## src/rtl/wcps_pkg.sv

```systemverilog
package wcps_pkg;

  typedef enum logic [1:0] {
    SEQ_IDLE   = 2'd0,
    SEQ_ARMED  = 2'd1,
    SEQ_PRESET = 2'd2
  } seq_state_e;

endpackage

```

## src/rtl/wcps_bcd_digit.sv

```systemverilog
module wcps_bcd_digit #(
  parameter int RADIX = 10,
  localparam int DW = $clog2(RADIX)
) (
  input  logic          clk,
  input  logic          rst,
  input  logic          clr,
  input  logic          inc,
  output logic [DW-1:0] q,
  output logic          carry
);

  localparam logic [DW-1:0] MAXV  = DW'(RADIX - 1);
  localparam logic [DW-1:0] ONE_V = DW'(1);

  logic at_max;
  assign at_max = (q == MAXV);
  assign carry  = inc & at_max;

  always_ff @(posedge clk) begin
    if (rst || clr) begin
      q <= '0;
    end else if (inc) begin
      q <= at_max ? '0 : q + ONE_V;
    end
  end

  assert_digit_step_R2: assert property (@(posedge clk) disable iff (rst)
    (inc && !clr && q != MAXV) |=> (q == $past(q) + ONE_V));

  assert_digit_wrap_R3: assert property (@(posedge clk) disable iff (rst)
    (inc && !clr && q == MAXV) |=> (q == '0));

  assert_digit_range_R3: assert property (@(posedge clk) disable iff (rst)
    (q <= MAXV));

  assert_digit_clear_R6: assert property (@(posedge clk) disable iff (rst)
    clr |=> (q == '0));

endmodule

```

## src/rtl/wcps_word_counter.sv

```systemverilog
module wcps_word_counter #(
  parameter int NUM_DIGITS = 3,
  parameter int RADIX = 10,
  localparam int DW = $clog2(RADIX),
  localparam int CW = NUM_DIGITS * DW
) (
  input  logic          clk,
  input  logic          rst,
  input  logic          clr,
  input  logic          word_stb,
  output logic [CW-1:0] count
);

  logic [NUM_DIGITS:0] chain;
  assign chain[0] = word_stb & ~clr;

  for (genvar gi = 0; gi < NUM_DIGITS; gi++) begin : g_digit
    wcps_bcd_digit #(.RADIX(RADIX)) u_digit (
      .clk   (clk),
      .rst   (rst),
      .clr   (clr),
      .inc   (chain[gi]),
      .q     (count[gi*DW +: DW]),
      .carry (chain[gi+1])
    );
  end

  assert_full_wrap_R3: assert property (@(posedge clk) disable iff (rst)
    chain[NUM_DIGITS] |=> (count == '0));

  assert_idle_hold_R6: assert property (@(posedge clk) disable iff (rst)
    (!word_stb && !clr) |=> $stable(count));

endmodule

```

## src/rtl/wcps_ctrl.sv

```systemverilog
module wcps_ctrl
  import wcps_pkg::*;
(
  input  logic clk,
  input  logic rst,
  input  logic eos_stb,
  input  logic w24_flag,
  input  logic tc_flag,
  output logic clear,
  output logic preset_active,
  output logic count_en
);

  seq_state_e state_q, state_d;
  logic       arm_hit;

  assign arm_hit = eos_stb & w24_flag & tc_flag;

  always_comb begin
    state_d = state_q;
    unique case (state_q)
      SEQ_IDLE:   if (arm_hit) state_d = SEQ_ARMED;
      SEQ_ARMED:  if (eos_stb) state_d = SEQ_PRESET;
      SEQ_PRESET: if (eos_stb) state_d = SEQ_IDLE;
      default:    state_d = SEQ_IDLE;
    endcase
  end

  always_ff @(posedge clk) begin
    if (rst) state_q <= SEQ_IDLE;
    else     state_q <= state_d;
  end

  assign preset_active = (state_q == SEQ_PRESET);
  assign count_en      = ~preset_active;
  assign clear         = preset_active | ((state_q == SEQ_ARMED) & eos_stb);

  assert_reset_idle_R9: assert property (@(posedge clk)
    rst |=> (state_q == SEQ_IDLE));

  assert_arm_needs_all_R4: assert property (@(posedge clk) disable iff (rst)
    (state_q == SEQ_IDLE && !arm_hit) |=> (state_q == SEQ_IDLE));

  assert_preset_entry_R5: assert property (@(posedge clk) disable iff (rst)
    (state_q == SEQ_ARMED && eos_stb) |=> (state_q == SEQ_PRESET));

  assert_armed_wait_R5: assert property (@(posedge clk) disable iff (rst)
    (state_q == SEQ_ARMED && !eos_stb) |=> (state_q == SEQ_ARMED));

  assert_preset_exit_R7: assert property (@(posedge clk) disable iff (rst)
    (state_q == SEQ_PRESET && eos_stb) |=> (state_q == SEQ_IDLE));

  assert_no_rearm_R8: assert property (@(posedge clk) disable iff (rst)
    (state_q == SEQ_PRESET && !eos_stb) |=> (state_q == SEQ_PRESET));

endmodule

```

## src/rtl/frame_word_preset_seq.sv

```systemverilog
module frame_word_preset_seq #(
  parameter int NUM_DIGITS = 3,
  parameter int RADIX = 10,
  localparam int DW = $clog2(RADIX),
  localparam int CW = NUM_DIGITS * DW
) (
  input  logic          clk,
  input  logic          rst,
  input  logic          word_stb,
  input  logic          eos_stb,
  input  logic          w24_flag,
  input  logic          tc_flag,
  output logic [CW-1:0] count,
  output logic          preset_active,
  output logic          count_en
);

  logic clear;

  wcps_ctrl u_ctrl (
    .clk           (clk),
    .rst           (rst),
    .eos_stb       (eos_stb),
    .w24_flag      (w24_flag),
    .tc_flag       (tc_flag),
    .clear         (clear),
    .preset_active (preset_active),
    .count_en      (count_en)
  );

  wcps_word_counter #(.NUM_DIGITS(NUM_DIGITS), .RADIX(RADIX)) u_cnt (
    .clk      (clk),
    .rst      (rst),
    .clr      (clear),
    .word_stb (word_stb),
    .count    (count)
  );

  assert_zero_in_preset_R6: assert property (@(posedge clk) disable iff (rst)
    preset_active |-> (count == '0));

  assert_reset_zero_R1: assert property (@(posedge clk)
    rst |=> (count == '0 && count_en));

endmodule

```

## config.mk

```make
export PLATFORM = sky130hd
export DESIGN_NAME = frame_word_preset_seq
export DESIGN_NICKNAME = d
export VERILOG_FILES = /design/src/rtl/wcps_pkg.sv /design/src/rtl/wcps_bcd_digit.sv /design/src/rtl/wcps_word_counter.sv /design/src/rtl/wcps_ctrl.sv /design/src/rtl/frame_word_preset_seq.sv
export SDC_FILE = /design/constraint.sdc
export NUM_CORES = 1
export LEC_CHECK = 0
export ABC_AREA = 1
export ABC_CLOCK_PERIOD_IN_PS = 1450
export BUFFER_PORTS_ARGS = -buffer_cell sky130_fd_sc_hd__buf_2
export CORE_MARGIN = 1.5
export CORE_UTILIZATION = 34
export CTS_BUF_LIST = sky130_fd_sc_hd__clkbuf_16
export DETAILED_ROUTE_END_ITERATION = 16
export SLEW_MARGIN = 30
export SYNTH_ARGS = -nofsm -noshare
export SYNTH_HDL_FRONTEND = slang
export SYNTH_SLANG_ARGS = --single-unit
```

## constraint.sdc

```tcl
create_clock -name clk -period 1.45 [get_ports clk]
set_input_delay 0.0725 -clock clk [delete_from_list [all_inputs] [get_ports clk]]
set_output_delay 0.0725 -clock clk [all_outputs]
set_load 0.01 [all_outputs]
```

### Word-level counts from Yosys, hierarchy flattened

Index checks and enable logic that the tools add are counted.

| word-level totals | value |
|---|---|
| output and inout bits | 14 |
| logic and storage cells | 34 |
| input port bits | 6 |
| flip-flop bits (word level) | 14 |

| cells by class | value |
|---|---|
| reductions and logical operators | 3 |
| add/subtract/negate cells | 3 |
| muxes and demuxes | 7 |
| equal/unequal tests | 8 |
| bitwise gates (word level) | 9 |

Operators with widths:

| kind | number |
|---|---|
| 4-bit by 1-bit adder with 4-bit output, second input constant | 3 |
| 4-bit == test, second input constant | 3 |
| 4-bit 2-to-1 mux | 3 |
| 1-bit bitwise AND | 6 |
| 2-bit 2-to-1 mux | 3 |
| 2-bit one-hot mux with 3 select lines | 1 |
| 2-bit != test, second input constant | 2 |
| 3-bit AND reduction | 1 |
| 2-bit by 1-bit == test with 1-bit output, second input constant | 1 |
| 2-bit == test, second input constant | 1 |
| 2-bit logical NOT | 1 |
| 2-bit by 1-bit != test with 1-bit output, second input constant | 1 |
| 1-bit inverter | 2 |
| 1-bit logical OR | 1 |
| 1-bit bitwise OR | 1 |

### Logic depth before layout (Yosys ltp)

Gate-level depths: netlist of the first run.

| logic depth | value |
|---|---|
| depth after elaboration | 7 |
| mapped depth | 8 |
| gate-level depth less buffers | 7 |

### By module

Synthesis of the first run repeated with hierarchy kept, for this count alone.

| second synthesis, totals | value |
|---|---|
| cell total of the unflattened synthesis | 108 |
| area, all modules | 714.4 um^2 |

By module, submodules not included:

| module | cells an instance | area an instance (um^2) | times used | sequential area each (um^2) |
|---|---|---|---|---|
| wcps_bcd_digit | 29 | 195.2 | 3 | 80.1 |
| wcps_ctrl | 19 | 118.9 | 1 | 40.0 |
| wcps_word_counter | 2 | 10.0 | 1 | 0.0 |

### Worst setup path after synthesis of the first run

No wires, ideal clock.

| timing | value |
|---|---|
| path kind | flip-flop to flip-flop |
| start | register u_cnt.g_digit[0].u_digit.q[0] |
| end | register u_cnt.g_digit[2].u_digit.q[1] |
| library setup time | 115 ps |
| path slack | 289 ps |
| stages on the path, launching flop included | 9 |
| path buffers | 1 |
| required time | 1335 ps |
| period minus slack after synthesis | 1161 ps |
| data arrival time | 1046 ps |
| cells stage by stage | dfxtp_1 inv_1 nor2_2 nand3_2 nor2_4 buf_6 nand3_1 nand2_1 nor2_1 |

| between the ends | value |
|---|---|
| longest elaborated chain between the ends | 3 |

RTL lines:

| item | line | source |
|---|---|---|
| from (decl) | wcps_bcd_digit.sv:9 | `output logic [DW-1:0] q,` |
| from (signal assigned) | wcps_bcd_digit.sv:24 | `q <= at_max ? '0 : q + ONE_V;` |
| 4-bit == test | wcps_bcd_digit.sv:17 | `assign at_max = (q == MAXV);` |
| 1-bit bitwise AND (2 in series) | wcps_bcd_digit.sv:18 | `assign carry = inc & at_max;` |
| to (signal assigned) | wcps_bcd_digit.sv:24 |  |
| to (decl) | wcps_bcd_digit.sv:9 |  |

No other way between the ends.
A chain may end at the register's enable or synchronous reset.

### Worst setup path in the final report of the first run

| timing | value |
|---|---|
| start | register u_ctrl.state_q[1] |
| end | register u_cnt.g_digit[1].u_digit.q[3] |

| between the ends | value |
|---|---|
| longest elaborated chain between the ends | 6 |

RTL lines:

| item | line | source |
|---|---|---|
| from (decl) | wcps_ctrl.sv:14 | `seq_state_e state_q, state_d;` |
| from (signal assigned) | wcps_ctrl.sv:31 | `else state_q <= state_d;` |
| 2-bit by 1-bit == test with 1-bit output | wcps_ctrl.sv:36 | `assign clear = preset_active \| ((state_q == SEQ_ARMED) & eos_stb);` |
| 1-bit bitwise AND | wcps_ctrl.sv:36 |  |
| 1-bit bitwise OR * | wcps_ctrl.sv:36 |  |
| 1-bit inverter | wcps_word_counter.sv:15 | `assign chain[0] = word_stb & ~clr;` |
| 1-bit bitwise AND | wcps_word_counter.sv:15 |  |
| 1-bit bitwise AND | wcps_bcd_digit.sv:18 |  |
| to (signal assigned) | wcps_bcd_digit.sv:24 |  |
| to (decl) | wcps_bcd_digit.sv:9 |  |

Every way passes the cells marked *; elsewhere a longest branch is shown, timed or not.

==> impl_results.md, run 1 <==
- Status: complete, no violations
- Distinct cells, synth: 21
- Combined area of the multi-input logic cells: between 400 and 500 um2
- Nets@finish: 143
- Yosys top cell area share: a little over a third
- Crit-path max FO: 11
- XOR/XNOR Fraction of Synth Area: under 10%
- Critical path's slowest cell: dfxtp_1
- Die Height: approximately 51 um
- Pins over their slew limit: 0
- Worst vdd ir: 0.506 mV
- Initial antenna violation count: 0
- Worst Skew: roughly 0.006 ns
- Layout area overhead: 25.1%
- Final std cells w/o fill: between 150 and 200
- Die area: 0.00258 mm2
- Clk sinks: 14
- Fin. Hold Viols: 0
- Antenna viol nets, final: 0
- Vias post-DR: approximately 750
- Core area: roughly 0.0022 mm2
- Worst Hold Class: input port to flop
- Post-Synth Simple-Gate Area: a little under two fifths
- WL met1: roughly 800 um
- Most common cell on crit path: nand2_1
- Synth area leaders: dfxtp_1, nand2_1, inv_1, nand3_1, nor2_1
- Port Buf Inserts: 19
- Avg Vias per Cell: around 4.6
- Total track usage: about 14%
- Setup crit start kind: flop
- GRT overflow: 0
- CP Capture Type: flop
- Fin crit share: between 80% and 90%
- Syn avg cell area: ~6.8 um2
- Least-Margin Pin Slew: approximately 0.27 ns
- Fin crit period: about 1.2 ns
- I/O pins: 20
- Fmax: between 800 and 900 MHz
- Biggest area consumer among synthesized cells: dfxtp_1
- Critical path class: flop to flop
- Post-route DRC: 0
- Die Span X: a little over 50 um
- Max Used Layer: met4
- Compound-Gate Fraction of Synth Area: a little over an eighth
- Post-DP HPWL: between 1 and 1.5 mm
- Final instance area: just under 0.001 mm2
- Met2 wire length: about 710 um
- Overall power: around 1000 uW
- Synth warn: 0
- RSZ-0062 raised after global routing: false
- Flops & latches, synth: 14
- Fin Setup TNS: 0 ns
- Clk slew on worst S/H paths: around 0.05 ns
- Initial Utilization: approximately 35%
- Req. time, crit path: 1.63 ns
- Main combinational cell family by area after synthesis: simple AND/OR/NAND/NOR gates
- Mapped Area: between 700 and 800 um2
- Final setup viols: 0
- Clock Latency Late Sink: 0.24 ns
- Max Buffers Root-to-Sink: 2
- CP cell instances: inv_1, nand3_2, nand2_1, nor2_4, nand2_1, o21ai_1
- Gpl congestion: ~0.77
- P_leak: roughly 0.00044 uW
- Antenna cell count: 0
- WL/cell: between 9 and 10 um
- Initial drt markers: 12
- Num CTS Buffers: 3
- # hold bufs at CTS: 0
- Worst Path Arrival: around 1.4 ns
- Slew headroom: roughly four fifths
- Placed insts: 160
- Final wirelength: ~1.6 mm
- Pwr dens: 1020 mW/mm2
- Filler Cells Inserted: ~240
- TritonRoute pass-1 iters: 4
- Mux cell area share after synthesis: 0%
- Post-synthesis sequential area ratio: a little over a third
- Largest net degree at the start of global routing: 13
- Post-synth net total: about 120
- CTS root buf: clkbuf_16
- First-pass GRT wire length: 2.78 mm
- Share of post-route cells with drive strength above 1: 26.5%
- Vias in the first global route: just under 700
- Reg area: ~280 um2
- Met3 routed WL: approximately 63 um
- Max-cap violation count: 0
- Post-Synthesis Cells: roughly 120
- H-tree depth: 1
- CTS tree: done
- Synth Area in Adders: 0%
- Slowest Stage Delay on Critical Path: around 0.36 ns
- Core Rows: 17
- DP Area: 888 um2
## kinds of logic (layout without fill, tap and decap cells)
| kind of cell | Yosys count | count (layout) |
|---|---|---|
| simple gates | 61 | 61 |
| buf+inv | 21 | 42 |
| compound gates | 18 | 18 |
| flops | 14 | 14 |
| xor+xnor | 1 | 1 |
## final timing paths
| check | startpoint | to | slack [ns] | cells after the start |
|---|---|---|---|---|
| worst max-delay path | u_ctrl.state_q[1]$_SDFFE_PP0P_ | u_cnt.g_digit[1].u_digit.q[3]$_SDFFE_PP0P_ | 0.23 | 6 |
| worst min-delay path | rst | u_ctrl.state_q[1]$_SDFFE_PP0P_ | 0.05 | 2 |
| worst max register to register | u_ctrl.state_q[1]$_SDFFE_PP0P_ | u_cnt.g_digit[1].u_digit.q[3]$_SDFFE_PP0P_ | 0.23 | 6 |
| worst min register to register | u_ctrl.state_q[0]$_SDFFE_PP0P_ | u_ctrl.state_q[0]$_SDFFE_PP0P_ | 0.49 | 2 |
## per-stage QoR
step | util [%] | setup slack, ns | hold WS [ns]
CTS | 44.1 | 0.0712 | 0.0228
floorplan | - | 0.289 | 0.142
finish | 44.4 | 0.230 | 0.0503
global route | 44.4 | 0.109 | 0.0475
global placement | 40.5 | 0.124 | 0.273
detailed placement | 40.5 | 0.0972 | 0.283
## critical path, delay by kind of cell (launching register included)
kind / cells / cell delay (ns)
flops: 1 / 0.36
buf+inv: 1 / 0.06
compound gates: 1 / 0.14
simple gates: 4 / 0.58
## cells in the final DEF, fill, tap and decap left out, drive strengths merged
master / netlist / final
nand4: 2 / 2
xor2: 1 / 1
clkbuf: 0 / 3
dfxtp: 14 / 14
nand2: 29 / 29
nor2: 16 / 16
inv: 18 / 18
a21boi: 1 / 1
nand3: 14 / 14
clkinv: 1 / 2
o21ai: 5 / 5
a21oi: 12 / 12
buf: 2 / 19
## power by group
group	internal [uW]	switching, uW	total [uW]
clock	364	154	518
combinational	26.2	45.1	71.3
sequential	394	7.35	401
total	784	207	991
## cells in the mapped netlist, drive strengths merged
library cell  number
nand2             29
inv               18
nor2              16
dfxtp             14
nand3             14
a21oi             12
o21ai              5
buf                2
nand4              2
a21boi             1
clkinv             1
xor2               1
## flip-flops by register name, summed over array words and instances, names as in the netlist
name / cells
u_ctrl.state_q: 2
u_cnt.g_digit.u_digit.q: 12
## per-layer routing
metal | global-route usage [%] | vias to the layer above
met5 | 0 | -
met2 | 22.6 | 17
met1 | 17.6 | 323
met3 | 2.68 | 2
met4 | 6.76 | 0
li1 | - | 409
## what timing repair did
action,4_1_cts,5_1_grt
setup buffers,0,0
hold endpoints to repair,0,0
resized for setup,0,1
setup endpoints to repair,0,3
## final cells by class
type                    instances  area share [%]
multi-input cells              80            42.3
clock buffers                   3            7.72
repair buffers                 19            9.78
clock inverters                 1           0.386
flip-flops and latches         14            28.8
inverters                      19            7.34
well taps                      28            3.60
No activity file was read; power rests on OpenSTA's default activity.
==> inputs of run 2 (changes only) <==
--- a/config.mk
+++ b/config.mk
@@ -6,7 +6,7 @@
 export NUM_CORES = 1
 export LEC_CHECK = 0
 export ABC_AREA = 1
-export ABC_CLOCK_PERIOD_IN_PS = 1450
+export ABC_CLOCK_PERIOD_IN_PS = 1200
 export BUFFER_PORTS_ARGS = -buffer_cell sky130_fd_sc_hd__buf_2
 export CORE_MARGIN = 1.5
 export CORE_UTILIZATION = 34
==> constraint.sdc (replaced) <==
create_clock -name clk -period 1.2 [get_ports clk]
set_input_delay 0.06 -clock clk [delete_from_list [all_inputs] [get_ports clk]]
set_output_delay 0.06 -clock clk [all_outputs]
set_load 0.01 [all_outputs]
==> run 2 against run 1 <==
Against the previous run:
- first-iteration DRC count is 8.3% higher
- sequential power is 20% higher
- combinational power increased by 67%
- clock power rose by 27%
- final cell count increased by 7.3%
- wire length grew 12%
- highest routed layer unchanged
==> impl_results.md, run 2 (same netlist as run 1, synthesis figures left out) <==
- Largest Register: u_cnt.g_digit.u_digit.q
- Vias in the first global route: 709 (+3.8%)
- Core Rows: 17 (unchanged)
- Worst Hold Class: input port to flop
- Fin crit period: 1.14 ns (-0.0757 ns)
- Flop2flop setup slack: 0.06 ns (-0.17 ns)
- Clk slew on worst S/H paths: 0.05 ns (about the same)
- Hold path cells: 2 (unchanged)
- CP delay by family, top: simple AND/OR/NAND/NOR gates
- Status: complete, no violations
- CTS root buf: clkbuf_16
- CP Capture Type: flop
- Largest register FFs: 12 (unchanged)
- Final instance area: 0.00109 mm2 (+12%)
- CP cell instances: inv_1, nand3_2, nand2_1, nor2_4, buf_4, nand2_1, a21oi_2
- CP Buf/Inv Count: 2 (+1)
- GRT overflow: 0 (unchanged)
- Die Height: 50.8 um (unchanged)
- Die Span X: 50.8 um (unchanged)
- Final wirelength: 1.76 mm (+12%)
- Initial drt markers: 13 (+1)
- Max Buffers Root-to-Sink: 2 (unchanged)
- CTS tree: done
- Antenna viol nets, final: 0 (unchanged)
- Die area: 0.00258 mm2 (unchanged)
- Register-to-Register Path Depth: 7 (+1)
- HP Start: rst
- Largest net degree at the start of global routing: 13 (unchanged)
- Slew headroom: 85.0% (+3.1 points)
- Port Buf Inserts: 19 (unchanged)
- Share of post-route cells with drive strength above 1: 37.2% (+11 points)
- Vias post-DR: 830 (+11%)
- Clk sinks: 14 (unchanged)
- Least-Margin Pin Slew: 0.225 ns (-0.0461 ns)
- Fmax: 874 MHz (+6.6%)
- Antenna cell count: 0 (unchanged)
- Max-cap violation count: 0 (unchanged)
- P_leak: 0.000509 uW (+15%)
- Avg Vias per Cell: 4.72 (+3.0%)
- Worst vdd ir: 0.733 mV (+45%)
- Worst Path Arrival: 1.33 ns (-0.07 ns)
- Overall power: 1260 uW (+27%)
- RSZ-0062 raised after global routing: true
- Layout area overhead: 40.4%
- Post-DP HPWL: 1.30 mm (+7.3%)
- H-tree depth: 1 (unchanged)
- I/O pins: 20 (unchanged)
- Req. time, crit path: 1.39 ns (-0.24 ns)
- TritonRoute pass-1 iters: 4 (unchanged)
- Core area: 0.00219 mm2 (unchanged)
- Final setup viols: 0 (unchanged)
- Clock Latency Late Sink: 0.25 ns (about the same)
- Launch point of the worst reg-to-reg path: u_ctrl.state_q[1]$_SDFFE_PP0P_
- Most common cell on crit path: nand2_1
- Critical path class: flop to flop
- Final hold slack: 0.0227 ns (-0.0277 ns)
- DP Area: 956 um2 (+7.6%)
- Pwr dens: 1150 mW/mm2 (+13%)
- Most common cell after layout, fill and taps aside: nand2_1
- Nets@finish: 155 (+8.4%)
- Fin crit share: 95.4% (+11 points)
- Setup crit start kind: flop
- Worst Skew: 0.00460 ns (-0.00135 ns)
- Post-route DRC: 0 (unchanged)
- WL/cell: 9.99 um (+4.5%)
- R2r endpoint: u_cnt.g_digit[1].u_digit.q[0]$_SDFFE_PP0P_
- Num CTS Buffers: 3 (unchanged)
- Worst setup margin: 0.0555 ns (-0.174 ns)
- Fin. Hold Viols: 0 (unchanged)
- First-pass GRT wire length: 2.90 mm (+4.5%)
- Most frequent cells in the layout: nand2_1, buf_2, inv_1, dfxtp_1
- Largest regs: u_cnt.g_digit.u_digit.q: 12 flops, u_ctrl.state_q: 2 flops
- Setup WS pre-CTS: -0.0530 ns (-0.150 ns)
- Slowest Stage Delay on Critical Path: 0.35 ns (about the same)
- Gpl congestion: 0.754 (-1.5%)
- Initial Utilization: 35.5% (unchanged)
- Total track usage: 15.0% (+1.0 points)
- # hold bufs at CTS: 0 (unchanged)
- Initial antenna violation count: 0 (unchanged)
- Critical path's slowest cell: dfxtp_2
- Pins over their slew limit: 0 (unchanged)
- Crit-path max FO: 5 (-6)
- Hold endpoint: u_ctrl.state_q[1]$_SDFFE_PP0P_
-- run 2: stage by stage --
stage | cells | TNS [ns] | utilization, %
after floorplan | 115 | 0 | -
after global routing | 176 | -0.0441 | 49.8
after global placement | 169 | -0.0763 | 43.6
after CTS | 173 | 0 | 47.5
after detailed placement | 169 | -0.222 | 43.6
final | 176 | 0 | 49.8
-- run 2: worst reg2reg max path: stages, from the launching register on --
cell and delay (ns):
dfxtp_2 0.35, inv_1 0.06, nand3_2 0.10, nand2_1 0.10, nor2_4 0.16, buf_4 0.14, nand2_1 0.06, a21oi_2 0.12
-- run 2: per-layer routing --
metal	part of all wire [%]	up-vias	GRT usage (%)
met5	0	-	0
met3	4.5	5	2.68
met4	2.7	0	9.46
met1	45	372	18.3
met2	47	22	24.1
li1	-	431	-
-- run 2: worst max-delay path by stage --
stage	start	endpoint	slack, ns	depth (start not counted)
3_5_place_dp	u_ctrl.state_q[1]$_SDFFE_PP0P_	u_cnt.g_digit[0].u_digit.q[3]$_SDFFE_PP0N_	-0.05	6
4_1_cts	u_ctrl.state_q[1]$_SDFFE_PP0P_	u_cnt.g_digit[2].u_digit.q[1]$_SDFFE_PP0P_	0.003	7
6_report	u_ctrl.state_q[1]$_SDFFE_PP0P_	u_cnt.g_digit[1].u_digit.q[0]$_SDFFE_PP0P_	0.06	7
3_3_place_gp	u_ctrl.state_q[1]$_SDFFE_PP0P_	u_cnt.g_digit[1].u_digit.q[3]$_SDFFE_PP0P_	-0.04	6
2_1_floorplan	u_cnt.g_digit[0].u_digit.q[0]$_SDFFE_PP0N_	u_cnt.g_digit[2].u_digit.q[1]$_SDFFE_PP0P_	0.04	8
5_1_grt	u_ctrl.state_q[1]$_SDFFE_PP0P_	u_cnt.g_digit[0].u_digit.q[1]$_SDFFE_PP0N_	-0.02	7
-- run 2: final cells by class --
cell class              instances  area, um2
flip-flops and latches         14        283
inverters                      19       71.3
repair buffers                 30        178
clock inverters                 1       3.75
clock buffers                   3       75.1
multi-input cells              81        445
fillers                       229       1100
well taps                      28       35.0
-- run 2: power breakdown --
part / internal (uW) / switching (uW) / total (uW)
sequential: 475 / 5.93 / 481
combinational: 51.6 / 67.6 / 119
clock: 442 / 214 / 656
-- run 2: what timing repair did --
| item | CTS | global route |
|---|---|---|
| setup buffers | 0 | 2 |
| setup endpoints to repair | 7 | 11 |
| gates resized for setup | 1 | 10 |
| pin swaps | 0 | 5 |
| cloned | 0 | 1 |
| endpoints found under the hold margin | 0 | 0 |
